$ cat src/rtl/bpred_pkg.sv
package bpred_pkg;
  // Saturating step for a counter up to 8 bits wide; width passed in.
  function automatic logic [7:0] sat_step(input logic [7:0] cur, input logic up, input int unsigned w);
    int top;
    int v;
    top = (1 << w) - 1;
    v   = int'(cur);
    if (up && v < top)     v = v + 1;
    else if (!up && v > 0) v = v - 1;
    return 8'(v);
  endfunction
endpackage

$ cat src/rtl/bp_ghr.sv
module bp_ghr #(
  parameter int HIST_W = 2
) (
  input  logic              clk,
  input  logic              rst,
  input  logic              shift_en,
  input  logic              bit_in,
  output logic [HIST_W-1:0] hist
);
  logic [HIST_W-1:0] hist_q;

  generate
    if (HIST_W == 1) begin : g_one
      always_ff @(posedge clk) begin
        if (rst)           hist_q <= '0;
        else if (shift_en) hist_q <= bit_in;
      end
    end else begin : g_multi
      always_ff @(posedge clk) begin
        if (rst)           hist_q <= '0;
        else if (shift_en) hist_q <= {hist_q[HIST_W-2:0], bit_in};
      end
    end
  endgenerate

  assign hist = hist_q;
endmodule

$ cat src/rtl/bp_ctr_table.sv
module bp_ctr_table #(
  parameter int IDX_W = 10,
  parameter int CTR_W = 2,
  parameter logic [CTR_W-1:0] INIT = '0
) (
  input  logic             clk,
  input  logic             rst,
  input  logic [IDX_W-1:0] rd_a_idx,
  output logic [CTR_W-1:0] rd_a_data,
  input  logic [IDX_W-1:0] rd_b_idx,
  output logic [CTR_W-1:0] rd_b_data,
  input  logic             we,
  input  logic [IDX_W-1:0] w_idx,
  input  logic [CTR_W-1:0] w_data
);
  localparam int DEPTH = 1 << IDX_W;

  logic [CTR_W-1:0] cells [DEPTH];

  always_ff @(posedge clk) begin
    if (rst) begin
      for (int i = 0; i < DEPTH; i++) cells[i] <= INIT;
    end else if (we) begin
      cells[w_idx] <= w_data;
    end
  end

  assign rd_a_data = cells[rd_a_idx];
  assign rd_b_data = cells[rd_b_idx];
endmodule

$ cat src/rtl/bp_sat_update.sv
module bp_sat_update #(
  parameter int CTR_W = 2
) (
  input  logic [CTR_W-1:0] cur,
  input  logic             taken,
  output logic [CTR_W-1:0] nxt
);
  import bpred_pkg::*;
  logic [7:0] wide;

  always_comb begin
    wide = sat_step(8'(cur), taken, CTR_W);
    nxt  = wide[CTR_W-1:0];
  end
endmodule

$ cat src/rtl/corr_bpred.sv
module corr_bpred #(
  parameter int PC_W      = 32,
  parameter int PC_LSB    = 2,
  parameter int ADDR_BITS = 8,
  parameter int HIST_W    = 2,
  parameter int CTR_W     = 2
) (
  input  logic              clk,
  input  logic              rst,
  input  logic [PC_W-1:0]   lk_pc,
  output logic              lk_taken,
  output logic [HIST_W-1:0] lk_hist,
  input  logic              up_valid,
  input  logic [PC_W-1:0]   up_pc,
  input  logic [HIST_W-1:0] up_hist,
  input  logic              up_taken
);
  localparam int IDX_W = ADDR_BITS + HIST_W;
  localparam logic [CTR_W-1:0] WEAK_NT = CTR_W'((1 << (CTR_W - 1)) - 1);

  logic [HIST_W-1:0] ghr;
  logic [IDX_W-1:0]  lk_idx, up_idx;
  logic [CTR_W-1:0]  lk_ctr, up_old, up_new;
  logic              tab_we;

  assign lk_idx = {lk_pc[PC_LSB +: ADDR_BITS], ghr};
  assign up_idx = {up_pc[PC_LSB +: ADDR_BITS], up_hist};
  assign tab_we = up_valid;

  bp_ghr #(.HIST_W(HIST_W)) u_ghr (
    .clk(clk), .rst(rst), .shift_en(up_valid), .bit_in(up_taken), .hist(ghr)
  );

  bp_ctr_table #(.IDX_W(IDX_W), .CTR_W(CTR_W), .INIT(WEAK_NT)) u_tab (
    .clk(clk), .rst(rst),
    .rd_a_idx(lk_idx), .rd_a_data(lk_ctr),
    .rd_b_idx(up_idx), .rd_b_data(up_old),
    .we(tab_we), .w_idx(up_idx), .w_data(up_new)
  );

  bp_sat_update #(.CTR_W(CTR_W)) u_upd (
    .cur(up_old), .taken(up_taken), .nxt(up_new)
  );

  assign lk_taken = lk_ctr[CTR_W-1];
  assign lk_hist  = ghr;
endmodule

$ cat config.mk
export PLATFORM = sky130hd
export DESIGN_NAME = corr_bpred
export DESIGN_NICKNAME = d
export VERILOG_FILES = /design/src/rtl/bpred_pkg.sv /design/src/rtl/bp_ghr.sv /design/src/rtl/bp_ctr_table.sv /design/src/rtl/bp_sat_update.sv /design/src/rtl/corr_bpred.sv
export SDC_FILE = /design/constraint.sdc
export NUM_CORES = 2
export LEC_CHECK = 0
export BUFFER_PORTS_ARGS = -buffer_cell sky130_fd_sc_hd__buf_4
export CAP_MARGIN = 0
export CORE_ASPECT_RATIO = 1.2
export CORE_MARGIN = 2
export CORE_UTILIZATION = 40
export DETAILED_ROUTE_END_ITERATION = 7
export SKIP_LAST_GASP = 1
export SYNTH_ARGS = -nofsm -noshare
export SYNTH_HDL_FRONTEND = slang
export SYNTH_SLANG_ARGS = --single-unit
$ cat constraint.sdc
create_clock -name clk -period 4.39 [get_ports clk]
set_input_delay 0.2195 -clock clk [delete_from_list [all_inputs] [get_ports clk]]
set_output_delay 0.2195 -clock clk [all_outputs]
set_load 0.05 [all_outputs]
**Word-level counts from Yosys, hierarchy flattened**

Memories as Yosys holds them, arrays and structs flattened.
Cells that the tools add are included.

- Add/subtract/negate cells: 2
- $lt $le $gt $ge: 2
- Mux-type cells: 10
- Reduce and logical (&&, ||, !) cells: 4

Operator list:

| cell | number |
|---|---|
| 10-bit two-way mux | 1 |
| 1-bit two-way mux | 6 |
| 2-bit two-way mux | 3 |
| 2-bit by 1-bit adder with 2-bit output, second input constant | 1 |
| 2-bit by 1-bit greater-than comparator with 1-bit output, second input constant | 1 |
| 1-bit logical AND | 2 |
| 2-bit less-than comparator, second input constant | 1 |
| 2-bit OR reduction | 1 |
| 2-bit by 1-bit subtractor with 2-bit output, second input constant | 1 |
| 1-bit zero test | 1 |

- Register bits after elaboration: 2
- Memory bits (writable): 2048
- Bits of input ports: 70
- Output and inout port bits: 3
- Word-level logic and storage cells: 20
- Memories: 1

Memories:

| name | words | width | rd ports | clocked after Yosys merged registers in | wr ports | line | source |
|---|---|---|---|---|---|---|---|
| u_tab.cells | 1024 | 2 | 2 | 0 | 1024 | bp_ctr_table.sv:18 | `logic [CTR_W-1:0] cells [DEPTH];` |

**Longest topological paths before layout**

An unclocked memory read counts as a cell.

- Word-level depth: 6
- Depth in mapped cells: 25
- Mapped depth without buffers: 14

**By module**

From an unflattened synthesis, not the netlist that was laid out.

- Cell total of the unflattened synthesis: 8984
- Area total of the unflattened synthesis: 114941.5 µm²

Modules (own cells, without submodules):

| module | instances | cells each | area an instance (µm²) | seq. area each (µm²) |
|---|---|---|---|---|
| bp_ctr_table | 1 | 8971 | 114813.9 | 61499.0 |
| bp_ghr | 1 | 6 | 67.6 | 40.0 |
| bp_sat_update | 1 | 7 | 60.1 | 0.0 |

**Worst setup path after synthesis**

Ideal clock, no wire load.

- Kind: in2reg
- From: input up_hist[1]
- To: memory u_tab.cells[321][0] (data pin)
- Data arrival time: 4.031 ns
- Slack: 0.090 ns
- Stages on the path: 24
- Path buffers: 10
- Path through: buf_2 > buf_6 > buf_6 > buf_6 > buf_6 > buf_2 > buf_2 > mux2i_1 > o22ai_1 > nor4_1 > nand2_1 > a22oi_1 > o2111a_1 > nand3_1 > inv_1 > nand3_1 > ha_1 > nand2_1 > o21ai_0 > a21oi_1 > buf_2 > buf_2 > clkbuf_1 > o21ai_0

RTL lines:

| element | line | source |
|---|---|---|
| start: declaration | corr_bpred.sv:15 | `input logic [HIST_W-1:0] up_hist,` |
| end: declaration | bp_ctr_table.sv:18 |  |

==> results.json <==
{
  "powerDensity_nw_per_um2": 392,
  "viasPerCell": 6.57,
  "max_freq_mhz": 218,
  "grt_max_degree": 214,
  "via_count": 90900,
  "grt_pass1_vias": 87090,
  "dp_hpwl_um": 289000,
  "critPathKind": "input port to flop",
  "finalHoldViolCount": 0,
  "gr-usage-all-layers": 0.307,
  "slew_viol_final": 0,
  "die_y_um": 582,
  "slew_headroom": 0.0422,
  "drt-total-wl_um": 458000,
  "gp_congestion": 0.977,
  "status": "finished, violations left",
  "grt_overflow": 0,
  "yosys_warnings": 0,
  "die_x_um": 486,
  "cts_tree": "built",
  "drtAntennaViolNets": 0,
  "synth_cell_types": 65,
  "clk_latency_ns": 0.96,
  "cts_buffer_depth": 4,
  "min_path_type": "input port to flop",
  "cts.sinks": 2050,
  "rsz0062_at_grt": "yes",
  "crit_path_max_fanout": 13,
  "post-route-period-util": 1.04,
  "postSynthNetCount": 9947,
  "fin_setup_tns_ns": -104.83,
  "synth-seq-area-share": 0.553,
  "nNetsFinal": 10089,
  "area_delta_synth_final_pct": 20.1,
  "grt_antenna_before_repair": 28,
  "clockRootBuffer": "clkbuf_16",
  "timing.final.ws_setup_ns": -0.193,
  "grt_pass1_wl_um": 628000,
  "synth_area_per_cell_um2": 11.3,
  "hold_depth": 5,
  "ff2ff_path_depth": 17,
  "tightest_slew_ns": 1.43,
  "port_buffers": 24,
  "boundaryPins": 73,
  "start_util": 0.401,
  "critPathLaunchType": "input port",
  "rows": 212,
  "synthCells": 9875,
  "critPathArrivalTime_ns": 5.21,
  "ys_seq_elements": 2050,
  "drt_iter0_markers": 13599,
  "cts_inserted_buffers": 218,
  "design.die.area_um2": 283000,
  "drive_above_1_share": 0.299,
  "path_clk_slew_ns": 0.07,
  "ir_worst_vdd_mv": 0.319,
  "synth-edff-count": 2048,
  "skew_ns": 0.0692,
  "critPathCaptureType": "flop",
  "fin_crit_ns": 4.58,
  "p_total_uw": 52500,
  "setup_viol": 1302,
  "htreeDepth": 4,
  "coreArea_um2": 277000,
  "synth_ff_type": "edfxtp_1",
  "wire_per_inst_um": 33.1,
  "fin_util": 0.482,
  "drc": 0,
  "syn_area_um2": 111000,
  "violations": "negative setup slack",
  "cp.required_ns": 5.02,
  "maxCapViolCount": 0,
  "async_flop_share": 0,
  "p_leak_uw": 0.0444,
  "first_pass_iters": 7
}
==> per-stage QoR <==
step / setup slack (ns) / hold WS [ns] / std cells / cell area (um^2)
3_5_place_dp: -1.36 / 0.608 / 13254 / 121000
5_1_grt: -0.255 / 0.165 / 13825 / 134000
4_1_cts: -0.0932 / 0.104 / 13725 / 130000
3_3_place_gp: -1.32 / 0.613 / 13254 / 121000
6_report: -0.193 / 0.149 / 13837 / 134000
2_1_floorplan: 0.0897 / 0.367 / 9875 / 111000
==> layout by cell type (no fill, tap or decap), drive strengths merged, types with 91 or more instances in the layout <==
master,count
mux2i,1046
mux4,266
or2,1007
edfxtp,2048
clkbuf,322
nand2,153
o21ai,1052
o22ai,457
nor2,1095
nor3,1061
buf,1041
nor4,91
==> flip-flops by register name (all words and copies together) (netlist names) <==
name,flops
u_tab.cells,2048
u_ghr.hist,2
==> layout make-up <==
cell class,count,area (um^2)
Clock inverter,116,1080
Clock buffer,270,5670
Tap cell,3638,4550
Inverter,9,33.8
Timing Repair Buffer,1111,13700
Antenna cell,16,40.0
Fill cell,24438,144000
Multi-Input combinational cell,6627,47200
Sequential cell,2050,61500
==> metal layers <==
metal,global-route usage,part of all wire,vias to the layer above
met2,0.479,0.46,6678
met4,0.228,0.084,16
met5,0,0.00027,-
li1,-,-,37317
met3,0.0726,0.12,1609
met1,0.370,0.34,45280
==> power by group <==
part	switching, uW	internal (uW)	total [uW]
clock network	8090	10200	18300
logic	7090	5000	12100
registers	239	21900	22100
total	15400	37000	52500
==> cells in the mapped netlist, types with 4 or more instances <==
cell type | count | share of area
o21ai_0 | 1052 | 0.047
buf_2 | 282 | 0.013
nor4_1 | 91 | 0.0051
a2111oi_0 | 14 | 0.0011
o22a_1 | 19 | 0.0015
a31oi_1 | 16 | 0.00090
or2_2 | 1007 | 0.057
edfxtp_1 | 2048 | 0.55
or4b_1 | 4 | 0.00036
and2_1 | 8 | 0.00045
a32oi_1 | 5 | 0.00039
o21bai_1 | 9 | 0.00061
nor2_1 | 1095 | 0.037
nand4_1 | 18 | 0.0010
nand3_1 | 44 | 0.0020
or4_1 | 12 | 0.00081
a211oi_1 | 7 | 0.00047
a21o_1 | 12 | 0.00081
nor3_1 | 1061 | 0.048
o211ai_1 | 16 | 0.0011
clkbuf_1 | 758 | 0.026
buf_6 | 67 | 0.0068
o22ai_1 | 457 | 0.026
buf_4 | 37 | 0.0025
nor3b_1 | 5 | 0.00034
a21oi_1 | 28 | 0.0013
mux2i_1 | 1046 | 0.094
nor2b_1 | 22 | 0.0012
nand2b_1 | 17 | 0.00095
a22oi_1 | 48 | 0.0032
buf_1 | 45 | 0.0015
mux4_2 | 266 | 0.054
or3_1 | 5 | 0.00028
nand2_1 | 153 | 0.0052
nand4bb_1 | 6 | 0.00061
and3_1 | 7 | 0.00039
a221oi_1 | 6 | 0.00047
o2111ai_1 | 25 | 0.0020
a22o_1 | 6 | 0.00047
nand3b_1 | 4 | 0.00027
inv_1 | 6 | 0.00020
==> final timing paths <==
path                                      from                           endpoint  slack [ns]
max                                 up_hist[0]  u_tab.cells[433][1]$_SDFFCE_PN0P_       -0.19
min                                   up_pc[6]  u_tab.cells[242][0]$_SDFFCE_PN1P_        0.15
max reg2reg  u_tab.cells[287][1]$_SDFFCE_PN0P_  u_tab.cells[433][1]$_SDFFCE_PN0P_       -0.19
min reg2reg         u_ghr.hist[1]$_SDFFE_PP0P_         u_ghr.hist[1]$_SDFFE_PP0P_        0.98
==> worst max-delay path, stage by stage <==
cell,delay (ns)
buf_4,0.16
buf_4,0.15
nand4bb_4,0.45
buf_4,0.35
buf_4,0.22
o21ai_0,0.19
nor3_1,0.06
o2111ai_1,0.09
buf_4,0.16
nand4_1,0.72
and4_4,0.59
buf_6,0.14
nand3_2,0.07
ha_4,0.15
and3_4,0.16
nand4_1,0.09
a22oi_2,0.25
buf_6,0.23
buf_12,0.15
buf_12,0.13
clkbuf_16,0.19
clkbuf_16,0.19
nor3_1,0.05
==> timing repair <==
| item | 4_1_cts | 5_1_grt |
|---|---|---|
| gates cloned | 32 | 67 |
| hold endpoints to repair | 18 | 0 |
| endpoints found under the setup margin | 2046 | 1907 |
| resized for setup | 125 | 444 |
| buffers inserted | 49 | 34 |
| hold buffers | 5 | 0 |
| pin swaps | 9 | 31 |
==> kinds of logic (layout without fill, tap and decap cells) <==
logic type               count (synthesis)  in the layout  synth area share
other                                    0             16                 0
multiplexers                          1312           1312             0.148
adder cells (fa/ha/maj)                  2              2          0.000225
AO/OA/AOI/OAI                         1742           1742            0.0891
AND/OR/NAND/NOR                       3571           3571             0.161
flip-flops                            2050           2050             0.553
buffers and inverters                 1198           1506            0.0493
(Power assumes the default switching activity.)
